===== src/rtl/tt_pkg.sv =====
package tt_pkg;

    // Register addresses
    localparam logic [1:0] ADDR_CTRL   = 2'd0;
    localparam logic [1:0] ADDR_PERIOD = 2'd1;
    localparam logic [1:0] ADDR_COUNT  = 2'd2;

    // Control word bit positions
    localparam int BIT_RUN   = 0;
    localparam int BIT_AUTO  = 1;
    localparam int BIT_LIVE  = 2;
    localparam int BIT_IEN   = 3;
    localparam int BIT_FLAG  = 4;
    localparam int CTRL_W    = 5;

    typedef struct packed {
        logic flag;
        logic irq_en;
        logic live_load;
        logic autoload;
        logic run;
    } ctrl_t;

endpackage


===== src/rtl/tt_regs.sv =====
module tt_regs #(
    parameter int CNT_W = 16
) (
    input  logic              clk,
    input  logic              rst_n,
    input  logic              bus_wr_i,
    input  logic [1:0]        bus_addr_i,
    input  logic [CNT_W-1:0]  bus_wdata_i,
    input  logic              wrap_i,
    output tt_pkg::ctrl_t     ctrl_o,
    output logic [CNT_W-1:0]  period_o
);
    import tt_pkg::*;

    typedef struct packed {
        ctrl_t            ctrl;
        logic [CNT_W-1:0] period;
    } regs_t;

    regs_t st_d, st_q;
    logic  ctrl_wr, period_wr, flag_clr;

    always_comb begin
        ctrl_wr   = bus_wr_i && (bus_addr_i == ADDR_CTRL);
        period_wr = bus_wr_i && (bus_addr_i == ADDR_PERIOD);
        flag_clr  = ctrl_wr && bus_wdata_i[BIT_FLAG];
        st_d      = st_q;
        if (ctrl_wr) begin
            st_d.ctrl.run       = bus_wdata_i[BIT_RUN];
            st_d.ctrl.autoload  = bus_wdata_i[BIT_AUTO];
            st_d.ctrl.live_load = bus_wdata_i[BIT_LIVE];
            st_d.ctrl.irq_en    = bus_wdata_i[BIT_IEN];
        end
        // a wrap event outranks a write-one clear
        if (wrap_i)        st_d.ctrl.flag = 1'b1;
        else if (flag_clr) st_d.ctrl.flag = 1'b0;
        if (period_wr)     st_d.period    = bus_wdata_i;
    end

    always_ff @(posedge clk or negedge rst_n) begin
        if (!rst_n) begin
            st_q.ctrl   <= '0;
            st_q.period <= '1;
        end else begin
            st_q <= st_d;
        end
    end

    assign ctrl_o   = st_q.ctrl;
    assign period_o = st_q.period;

endmodule


===== src/rtl/tt_count.sv =====
module tt_count #(
    parameter int CNT_W = 16
) (
    input  logic              clk,
    input  logic              rst_n,
    input  logic              tick_i,
    input  tt_pkg::ctrl_t     ctrl_i,
    input  logic [CNT_W-1:0]  period_i,
    input  logic              load_i,
    input  logic [CNT_W-1:0]  load_val_i,
    output logic [CNT_W-1:0]  count_o,
    output logic              wrap_o
);
    typedef struct packed {
        logic [CNT_W-1:0] count;
    } cnt_t;

    cnt_t st_d, st_q;
    logic step, at_zero;

    always_comb begin
        step    = tick_i && ctrl_i.run;
        at_zero = (st_q.count == '0);
        wrap_o  = step && at_zero;
        st_d    = st_q;
        if (load_i) begin
            st_d.count = load_val_i;
        end else if (step) begin
            if (!at_zero)             st_d.count = st_q.count - 1'b1;
            else if (ctrl_i.autoload) st_d.count = period_i;
            else                      st_d.count = '1;
        end
    end

    always_ff @(posedge clk or negedge rst_n) begin
        if (!rst_n) st_q.count <= '1;
        else        st_q       <= st_d;
    end

    assign count_o = st_q.count;

endmodule


===== src/rtl/tt_rdmux.sv =====
module tt_rdmux #(
    parameter int CNT_W = 16
) (
    input  logic [1:0]        addr_i,
    input  tt_pkg::ctrl_t     ctrl_i,
    input  logic [CNT_W-1:0]  period_i,
    input  logic [CNT_W-1:0]  count_i,
    output logic [CNT_W-1:0]  rdata_o
);
    import tt_pkg::*;

    localparam int PAD_W = CNT_W - CTRL_W;

    logic [CNT_W-1:0] ctrl_word;

    generate
        if (PAD_W > 0) begin : g_pad
            assign ctrl_word = {{PAD_W{1'b0}}, ctrl_i};
        end else begin : g_nopad
            assign ctrl_word = ctrl_i[CNT_W-1:0];
        end
    endgenerate

    always_comb begin
        case (addr_i)
            ADDR_CTRL:   rdata_o = ctrl_word;
            ADDR_PERIOD: rdata_o = period_i;
            ADDR_COUNT:  rdata_o = count_i;
            default:     rdata_o = '0;
        endcase
    end

endmodule


===== src/rtl/tick_timer.sv =====
module tick_timer #(
    parameter int CNT_W = 16
) (
    input  logic              clk,
    input  logic              rst_n,
    input  logic              tick_i,
    input  logic              bus_wr_i,
    input  logic [1:0]        bus_addr_i,
    input  logic [CNT_W-1:0]  bus_wdata_i,
    output logic [CNT_W-1:0]  bus_rdata_o,
    output logic              irq_o
);
    import tt_pkg::*;

    ctrl_t            ctrl_q;
    logic [CNT_W-1:0] period_q;
    logic [CNT_W-1:0] count_q;
    logic             wrap;
    logic             live_wr;

    assign live_wr = bus_wr_i && (bus_addr_i == ADDR_PERIOD) && ctrl_q.live_load;

    tt_regs #(.CNT_W(CNT_W)) u_regs (
        .clk         (clk),
        .rst_n       (rst_n),
        .bus_wr_i    (bus_wr_i),
        .bus_addr_i  (bus_addr_i),
        .bus_wdata_i (bus_wdata_i),
        .wrap_i      (wrap),
        .ctrl_o      (ctrl_q),
        .period_o    (period_q)
    );

    tt_count #(.CNT_W(CNT_W)) u_count (
        .clk         (clk),
        .rst_n       (rst_n),
        .tick_i      (tick_i),
        .ctrl_i      (ctrl_q),
        .period_i    (period_q),
        .load_i      (live_wr),
        .load_val_i  (bus_wdata_i),
        .count_o     (count_q),
        .wrap_o      (wrap)
    );

    tt_rdmux #(.CNT_W(CNT_W)) u_rdmux (
        .addr_i      (bus_addr_i),
        .ctrl_i      (ctrl_q),
        .period_i    (period_q),
        .count_i     (count_q),
        .rdata_o     (bus_rdata_o)
    );

    assign irq_o = ctrl_q.flag && ctrl_q.irq_en;

endmodule


===== config.mk =====
export PLATFORM = sky130hd
export DESIGN_NAME = tick_timer
export DESIGN_NICKNAME = d
export VERILOG_FILES = /design/src/rtl/tt_pkg.sv /design/src/rtl/tt_regs.sv /design/src/rtl/tt_count.sv /design/src/rtl/tt_rdmux.sv /design/src/rtl/tick_timer.sv
export SDC_FILE = /design/constraint.sdc
export NUM_CORES = 1
export LEC_CHECK = 0
export BUFFER_PORTS_ARGS = -buffer_cell sky130_fd_sc_hd__buf_2
export CORE_UTILIZATION = 51
export CTS_CLUSTER_SIZE = 20
export DETAILED_ROUTE_END_ITERATION = 8
export GPL_TIMING_DRIVEN = 0
export PLACE_DENSITY = 0.84
export SYNTH_ARGS = -nofsm -noshare
export SYNTH_HDL_FRONTEND = slang
export SYNTH_SLANG_ARGS = --single-unit

===== constraint.sdc =====
create_clock -name clk -period 2.42 [get_ports clk]
set_input_delay 0 -clock clk [delete_from_list [all_inputs] [get_ports clk]]
set_output_delay 0 -clock clk [all_outputs]
set_load 0.02 [all_outputs]

==> metrics.yaml <==
status:
  status: "finished, final reports clean"
clocking:
  clockRootBuffer: "clkbuf_8"
  cts_made_buffers: 5
  cts.clk_slew.worst_paths_ns: 0.08
  cts_buffer_depth: 2
  htreeDepth: 2
  cts_tree: "built"
  clk_latency_ns: 0.30
  cts.sinks: 37
detailed_routing:
  drt_iter0_markers: 259
  num_vias: 2374
  wl_per_cell_um: 18.0
  first_pass_iters: 6
  antenna_left: 0
  drc: 0
  wl_mm: 6.58
  via_per_inst: 6.49
yosys:
  yosysTopAreaCellShare: 0.356
  yosysUniqueCellTypes: 49
  ys_seq_area_frac: 0.409
  yosysWarnings: 0
  syn_avg_cell_area_um2: 9.48
  syn_inst: 249
  syn-num-nets: 273
  syn-cell-area_mm2: 0.00236
  ys_top_cells_by_count: "dfstp_2, nand2_1, o21ai_0, mux2_2, nor2_1"
  synth-edff-count: 0
  async_flop_share: 1.00
  yosysMostFrequentCell: "dfstp_2"
  ys_seq_elements: 37
  synthTopCellsByArea: "dfstp_2, mux2_2, dfrtp_1"
  synthFlopType: "dfstp_2"
  synth_top_area_cell: "dfstp_2"
global_routing:
  grt_max_degree: 38
  antenna_found_initial: 0
  grt_pass1_vias: 2258
  grt_overflow: 0
  grt_pass1_wl_mm: 10.8
  grt_use_total: 0.280
timing:
  finalCriticalPeriod_ns: 2.33
  max_freq_mhz: 429
  finalCritPeriodShare: 0.963
  skew_ns: 0.0124
  relSlewSlack: 0.377
  rsz0062_at_grt: "false"
  maxSlewViolCount: 0
  tightest_slew_ns: 0.933
  hold_viol: 0
  fin_ws_ns: 0.0901
  setup_viol: 0
  tns_ns: 0
hold_path:
  min_path_type: "primary input to flop"
  hold_end: "u_count.count_o[14]$_DFFE_PN1P_"
  worstHoldStart: "tick_i"
  min_path_cells: 5
critical_path:
  worst_path_max_delay_cell: "or4_4"
  required_ns: 2.63
  arrival_ns: 2.54
  crit_top_cell: "or4_4"
  r2r_end: "u_count.count_o[6]$_DFFE_PN1P_"
  crit_path_cell_trace: "or4_4, or4_4, buf_6, o21ai_0, o311ai_1, a31oi_1"
  worst-path-buf-inv: 1
  rrSetupSlack_ns: 0.09
  start_kind: "flop"
  reg2reg_depth: 6
  path_delay_family: "simple AND/OR/NAND/NOR gates"
  worstSetupEndpointType: "flop"
  path_class: "flop to flop"
  crit_fanout: 10
  slowest_delay_ns: 0.60
  rr_startpoint: "u_count.count_o[4]$_DFFE_PN1P_"
floorplanning:
  start_util: 0.535
  dieHeight_um: 70.0
  die_w_um: 70.0
  num_io_pins: 39
  die_area_mm2: 0.00490
  fp-row-count: 24
  core_mm2: 0.00441
pwr:
  leakage_nw: 1.16
  p_per_area_mw_per_mm2: 853
  peakVddDrop_v: 0.000491
placement:
  dp.cells: 339
  gp_congestion: 0.911
  io_buffers: 38
  pre_cts_slack_ns: 0.0367
  place_hpwl_mm: 4.51
final_layout:
  area_delta_synth_final_pct: 22.9
  drive_gt1_frac: 0.366
  fin_nets: 337
  layout.cells.non_filler: 366
  fillers: 374
  num_antenna_cells: 0
run:
  cap_viol_max_count: 0
-- cell families after synthesis --
logic type,share of synthesized area
flops,0.409
mux,0.112
buf+inv,0.0509
compound gates,0.229
fa+ha+maj,0.0106
simple gates,0.188
-- registers in the layout, indices dropped and copies added, names as in the netlist --
name and flops:
u_count.count_o 16, u_regs.ctrl_o 5, u_regs.period_o 16
-- per-stage QoR --
stage | hold WS (ns) | util | cell area (um2) | total power [mW]
2_1_floorplan | -0.296 | - | 2360 | 1.69
3_3_place_gp | 0.125 | 0.592 | 2620 | 1.92
3_5_place_dp | 0.141 | 0.592 | 2620 | 1.96
4_1_cts | 0.237 | 0.650 | 2870 | 2.41
5_1_grt | 0.265 | 0.657 | 2900 | 2.62
6_report | 0.243 | 0.657 | 2900 | 2.47
-- area by class of cell --
cell class,count,area (um2),share of cell area
multi-input cells,188,1290,0.444
flip-flops and latches,37,966,0.333
repair buffers,59,390,0.135
plain buffers,17,90.1,0.0311
clock buffers,6,72.6,0.0250
well taps,52,65.1,0.0224
inverters,5,18.8,0.00647
clock inverters,2,10.0,0.00345
-- how the worst max path moves through the flow --
stage / cells past startpoint / from / endpoint / slack [ns]
final: 6 / u_count.count_o[4]$_DFFE_PN1P_ / u_count.count_o[6]$_DFFE_PN1P_ / 0.09
after global routing: 6 / u_count.count_o[7]$_DFFE_PN1P_ / u_count.count_o[14]$_DFFE_PN1P_ / 0.02
after CTS: 8 / u_count.count_o[7]$_DFFE_PN1P_ / u_count.count_o[8]$_DFFE_PN1P_ / 0.02
after detailed placement: 7 / u_count.count_o[7]$_DFFE_PN1P_ / u_count.count_o[3]$_DFFE_PN1P_ / 0.04
after global placement: 7 / u_count.count_o[12]$_DFFE_PN1P_ / u_count.count_o[8]$_DFFE_PN1P_ / 0.07
after floorplan: 7 / u_count.count_o[7]$_DFFE_PN1P_ / u_count.count_o[11]$_DFFE_PN1P_ / 0.16
-- metal layers --
layer / vias to the layer above / GRT usage / share of wire
met5: - / 0 / 0
met4: 0 / 0.100 / 0.017
met3: 11 / 0.0476 / 0.088
met2: 145 / 0.444 / 0.47
met1: 1146 / 0.387 / 0.43
li1: 1072 / - / -
-- cells in the final DEF (no fill, tap or decap), types with 6 or more instances in the layout --
master         synthesis  routed
a31oi_1                7       7
nand3_1                6       6
a22o_1                11      11
buf_2                  0      38
mux2_2                19      19
nand2_1               23      23
o31ai_1                6       6
dfstp_2               32      32
clkbuf_1              14      14
nor2_1                19      19
a21oi_1               10      10
dlygate4sd3_1          0      17
nor3_1                 7       7
o21ai_0               21      21
-- tightest hold or removal path, stage by stage --
cell	delay, ns
buf_2	0.11
nand2_2	0.21
a21oi_2	0.04
nor2_1	0.09
o31ai_1	0.08
-- what timing repair did --
item	4_1_cts	5_1_grt
setup buffers	0	4
endpoints found under the hold margin	38	0
hold buffers	17	0
gates resized for setup	0	5
setup endpoints to repair	0	10
-- power breakdown --
group	switching, mW	internal, mW
logic	0.476	0.388
clock network	0.226	0.200
registers	0.253	0.932
total	0.955	1.52
No activity file was read; power rests on OpenSTA's default activity.
